==> config.mk <==
export PLATFORM = sky130hd
export DESIGN_NAME = dbg_tx_mailbox
export DESIGN_NICKNAME = d
export VERILOG_FILES = /design/src/rtl/dbg_tx_pkg.sv /design/src/rtl/dbg_tx_ctrl.sv /design/src/rtl/dbg_tx_datapath.sv /design/src/rtl/dbg_tx_mailbox.sv
export SDC_FILE = /design/constraint.sdc
export NUM_CORES = 1
export LEC_CHECK = 0
export ABC_AREA = 0
export CAP_MARGIN = 10
export CORE_MARGIN = 10
export CORE_UTILIZATION = 35
export DETAILED_ROUTE_END_ITERATION = 8
export PLACE_DENSITY = 0.76
export RECOVER_POWER = 50
export SLEW_MARGIN = 20
export SYNTH_ARGS = -nofsm -noshare
export SYNTH_HDL_FRONTEND = slang
export SYNTH_HIERARCHICAL = 1
export SYNTH_SLANG_ARGS = --single-unit
==> constraint.sdc <==
create_clock -name clk -period 1.85 [get_ports clk]
set_input_delay 0.37 -clock clk [delete_from_list [all_inputs] [get_ports clk]]
set_output_delay 0.37 -clock clk [all_outputs]
set_load 0.1 [all_outputs]
==> src/rtl/dbg_tx_pkg.sv <==
package dbg_tx_pkg;
  // Strobes that the control sends to the datapath each cycle
  typedef struct packed {
    logic loadCore;     // take the core word
    logic loadDbg;      // take the debugger word
    logic loadCorrupt;  // take the corruption pattern
    logic rdHit;        // a decoded debugger read is in progress
    logic rdFull;       // flag value seen by that read
  } dpStrobes_t;
endpackage

==> src/rtl/dbg_tx_ctrl.sv <==
module dbg_tx_ctrl
  import dbg_tx_pkg::*;
#(
  parameter int ADDR_W = 12,
  parameter logic [ADDR_W-1:0] REG_OFFSET = 12'h08C
) (
  input  logic              clk,
  input  logic              rstN,
  input  logic              coreWrEn,
  input  logic [ADDR_W-1:0] dbgAddr,
  input  logic              dbgRdEn,
  input  logic              dbgWrEn,
  output logic              fullQ,
  output logic              errQ,
  output dpStrobes_t        strobes
);
  logic addrHit, rdHit, wrHit;

  assign addrHit = (dbgAddr == REG_OFFSET);
  assign rdHit   = dbgRdEn && addrHit;
  assign wrHit   = dbgWrEn && addrHit;

  always_comb begin
    strobes             = '0;
    strobes.loadCore    = coreWrEn;
    strobes.loadDbg     = wrHit && !fullQ && !coreWrEn;
    strobes.loadCorrupt = wrHit && fullQ && !coreWrEn;
    strobes.rdHit       = rdHit;
    strobes.rdFull      = fullQ;
  end

  always_ff @(posedge clk) begin
    if (!rstN) begin
      fullQ <= 1'b0;
      errQ  <= 1'b0;
    end else begin
      // core deposit wins over a clearing read
      if (coreWrEn)   fullQ <= 1'b1;
      else if (rdHit) fullQ <= 1'b0;
      if (wrHit && fullQ) errQ <= 1'b1;
    end
  end
endmodule

==> src/rtl/dbg_tx_datapath.sv <==
module dbg_tx_datapath
  import dbg_tx_pkg::*;
#(
  parameter int DATA_W = 32,
  parameter logic [DATA_W-1:0] CORRUPT_PAT = 32'hDEAD_C0DE,
  parameter logic [DATA_W-1:0] EMPTY_MASK  = 32'hFFFF_FFFF
) (
  input  logic              clk,
  input  logic              rstN,
  input  dpStrobes_t        strobes,
  input  logic [DATA_W-1:0] coreWrData,
  input  logic [DATA_W-1:0] dbgWrData,
  output logic [DATA_W-1:0] rdData
);
  logic [DATA_W-1:0] dataQ;

  always_ff @(posedge clk) begin
    if (!rstN)                    dataQ <= '0;
    else if (strobes.loadCore)    dataQ <= coreWrData;
    else if (strobes.loadCorrupt) dataQ <= CORRUPT_PAT;
    else if (strobes.loadDbg)     dataQ <= dbgWrData;
  end

  always_comb begin
    if (!strobes.rdHit)      rdData = '0;
    else if (strobes.rdFull) rdData = dataQ;
    else                     rdData = dataQ ^ EMPTY_MASK;
  end
endmodule

==> src/rtl/dbg_tx_mailbox.sv <==
module dbg_tx_mailbox
  import dbg_tx_pkg::*;
#(
  parameter int DATA_W = 32,
  parameter int ADDR_W = 12,
  parameter logic [ADDR_W-1:0] REG_OFFSET  = 12'h08C,
  parameter logic [DATA_W-1:0] CORRUPT_PAT = 32'hDEAD_C0DE,
  parameter logic [DATA_W-1:0] EMPTY_MASK  = 32'hFFFF_FFFF
) (
  input  logic              clk,
  input  logic              rstN,
  input  logic              coreWrEn,
  input  logic [DATA_W-1:0] coreWrData,
  output logic              coreFull,
  input  logic [ADDR_W-1:0] dbgAddr,
  input  logic              dbgRdEn,
  input  logic              dbgWrEn,
  input  logic [DATA_W-1:0] dbgWrData,
  output logic [DATA_W-1:0] dbgRdData,
  output logic              dbgErr
);
  dpStrobes_t strobes;
  logic fullQ, errQ;

  dbg_tx_ctrl #(.ADDR_W(ADDR_W), .REG_OFFSET(REG_OFFSET)) i_ctrl (
    .clk(clk), .rstN(rstN), .coreWrEn(coreWrEn), .dbgAddr(dbgAddr),
    .dbgRdEn(dbgRdEn), .dbgWrEn(dbgWrEn),
    .fullQ(fullQ), .errQ(errQ), .strobes(strobes)
  );

  dbg_tx_datapath #(.DATA_W(DATA_W), .CORRUPT_PAT(CORRUPT_PAT),
                    .EMPTY_MASK(EMPTY_MASK)) i_dp (
    .clk(clk), .rstN(rstN), .strobes(strobes),
    .coreWrData(coreWrData), .dbgWrData(dbgWrData), .rdData(dbgRdData)
  );

  assign coreFull = fullQ;
  assign dbgErr   = errQ;
endmodule

==> results.toml <==
[status]
status = "finished with violations"
violations = "negative setup slack"

[global_route]
use_met1_pct = 16.4
grt_pass1_vias = 2262
antenna_found_initial = 0
grt_max_degree = 36
grt_use_met2_pct = 26.5
grt_pass1_wl_mm = 11.7
top_usage_layer = "met2"
grt_overflow_total = 0
gr-usage-met3_pct = 5.55
grtUsageTotal_pct = 14.9

[die]
io_pins = 115
start_util_pct = 35.8
die-area_sq_um = 9520
die_w_um = 97.6
core-area_sq_um = 5890
row_count = 28
die_h_um = 97.6

[detailed_routing]
finalWirelength_mm = 7.93
num_vias = 2203
drt_iter0_drc = 28
first_pass_iters = 6
drc = 0
via_per_inst = 4.83
postRouteAntennaNets = 0
wire_per_inst_um = 17.4

[place]
gp_congestion = 0.748
hpwl_mm = 5.37
dpl_cell_area_sq_um = 3820
portBuffers = 114

[pwr]
switching_power_mw = 0.488
sw_frac_of_total_pct = 26.3
peakVddDrop_v = 0.000282
p_clk_share_pct = 30.5
design_power_total_mw = 1.85
leakage_nw = 1.56
p_int_mw = 1.37
power.density_nw_per_um2 = 441
pwr-share-comb_pct = 25.0
seq_power_share_pct = 44.5

[sta]
final.period_utilization_pct = 112
rsz0062_at_grt = "true"
finalHoldViolCount = 0
skew_ns = 0.00367
slew_viol_final = 0
worstMarginPinSlew_ns = 0.791
period_needed_ns = 2.07
worst_slack_ns = -0.221
max_freq_ghz = 0.483
final-setup-viol-count = 64
slew_headroom_pct = 47.2

[worst_setup_path]
crit_type = "input port to output port"
worstSetupStartpoint = "dbgAddr[11]"
cp_data_required_time_ns = 1.48
worstPathArrival_ns = 1.70
crit_end = "dbgRdData[14]"
r2r_start = "i_ctrl/fullQ$_SDFFE_PN0P_"
end_kind = "output port"
worst-r2r-setup-slack_ns = 0.19
r2r_cells = 5
cp_max_fo = 5
r2r_end = "i_dp/dataQ[25]$_SDFFE_PN0P_"
start_kind = "input port"

[clock_network]
htree_num_levels = 2
clk_latency_ns = 0.28
holdBufCountCts = 0
cts_tree = "done"
clk_pin_slew_ns = 0.07
cts_buffers = 5
clock_sinks = 34
cts_root_buf = "clkbuf_8"
clockBufferDepth = 2

[yosys]
synth_nets = 329
ys_types = 27
synth.avg_cell_area_sq_um = 8.50
postSynthCellCount = 248
yosys_warnings = 6
ys_seq_elements = 34
synth_top_area_cell = "dfxtp_1"
synth_top_area_share_pct = 32.3
synthTopCellsByArea = "dfxtp_1, xnor2_1, and2_1, mux2i_1, a21oi_1"
ys_seq_area_share_pct = 32.3
syn-cell-area_sq_um = 2110

[final_layout]
fin_nets = 461
fillers = 450
register_area_sq_um = 684
areaGrowthSynthToFinish_pct = 99.6
final_common_cell = "clkdlybuf4s50_1"
drive_gt1_share_pct = 38.6
fin_area_sq_um = 4210
multiInputGateArea_sq_um = 1440
antennaDiodeCount = 0
layout_common_cells = "clkdlybuf4s50_1, buf_12, dfxtp_1"

[job]
cap_viol_max_count = 0

[hold_path]
min_path_type = "input port to flip-flop"
## layout make-up
type,instances,area share [%]
tap,75,2.23
sequential,34,16.3
inverter,3,0.387
clock buffer,7,2.05
timing repair buffer,146,44.6
clock inverter,1,0.119
multi-input combinational,190,34.3
## per-stage QoR
| step | hold WS (ns) | TNS, ns | util (%) | worst slack, ns | instances |
|---|---|---|---|---|---|
| floorplan | 0.483 | -1.05 | - | -0.0331 | 248 |
| global placement | 0.485 | -30.73 | 64.9 | -0.575 | 428 |
| detailed placement | 0.494 | -32.70 | 64.9 | -0.592 | 428 |
| CTS | 0.354 | -6.81 | 68.8 | -0.287 | 444 |
| global route | 0.380 | -16.59 | 71.5 | -0.310 | 456 |
| finish | 0.360 | -10.83 | 71.5 | -0.221 | 456 |
## cell usage after synthesis
master    count
nor2_1        2
buf_2         3
nand3_2       1
o21ai_0      13
clkbuf_1      9
buf_6         2
buf_4         7
a21oi_1      32
inv_1         1
o21ai_1      23
o31a_1        1
xnor2_1      32
nor4b_4       1
dfxtp_1      34
nor3_1        1
inv_2         2
and2_1       32
buf_1         1
nand4_1       1
o21ai_2      10
nor4_4        1
or3_4         1
nand2_1      16
o21a_1        1
mux2i_1      19
and4bb_2      1
nor4b_2       1
## power groups by stage
stage / Combinational (mW) / Sequential (mW) / Clock, mW
after CTS: 0.455 / 0.826 / 0.591
after floorplan: 0.218 / 0.838 / 0
after global placement: 0.450 / 0.840 / 0
after detailed placement: 0.458 / 0.842 / 0
after global routing: 0.504 / 0.833 / 0.619
final: 0.464 / 0.826 / 0.565
## worst min path at each step
stage	start	end	slack [ns]	depth (start not counted)
after floorplan	rstN	i_ctrl/errQ$_SDFFE_PN0P_	0.48	2
after global placement	i_ctrl/errQ$_SDFFE_PN0P_	i_ctrl/errQ$_SDFFE_PN0P_	0.49	2
after detailed placement	i_ctrl/errQ$_SDFFE_PN0P_	i_ctrl/errQ$_SDFFE_PN0P_	0.49	2
after CTS	dbgAddr[0]	i_ctrl/errQ$_SDFFE_PN0P_	0.35	4
after global routing	dbgAddr[0]	i_ctrl/errQ$_SDFFE_PN0P_	0.38	4
final	dbgAddr[0]	i_ctrl/errQ$_SDFFE_PN0P_	0.36	4
## sequential cells by signal, summed over array words and instances (netlist names)
register      count
i_ctrl/errQ       1
i_ctrl/fullQ      1
i_dp/dataQ       32
## what timing repair did
action	4_1_cts	5_1_grt
cloned	3	3
pin swaps	5	6
hold endpoints to repair	0	0
setup endpoints to repair	64	47
buffers inserted	5	10
gates resized for setup	52	30
## worst max-delay path: stages
cell and delay, ns:
buf_6 0.09, nor4b_4 0.29, nand3_2 0.16, nor2_4 0.18
buf_12 0.15, clkbuf_16 0.14, and2_4 0.15, buf_12 0.16
## cell families after synthesis
family	count (synthesis)	synth area share, %
muxes	19	9.03
buffers and inverters	25	6.59
and+or+nand+nor	58	17.7
AOI/OAI and AO/OA	80	21.1
DFF	34	32.3
xor gates and xnor gates	32	13.3
## per-layer routing
metal  wire length (um)  share of wire, %
met1               3240                41
met2               4160                52
met3                488               6.2
met4                 49              0.62
met5                  0                 0
(Power assumes the default switching activity.)
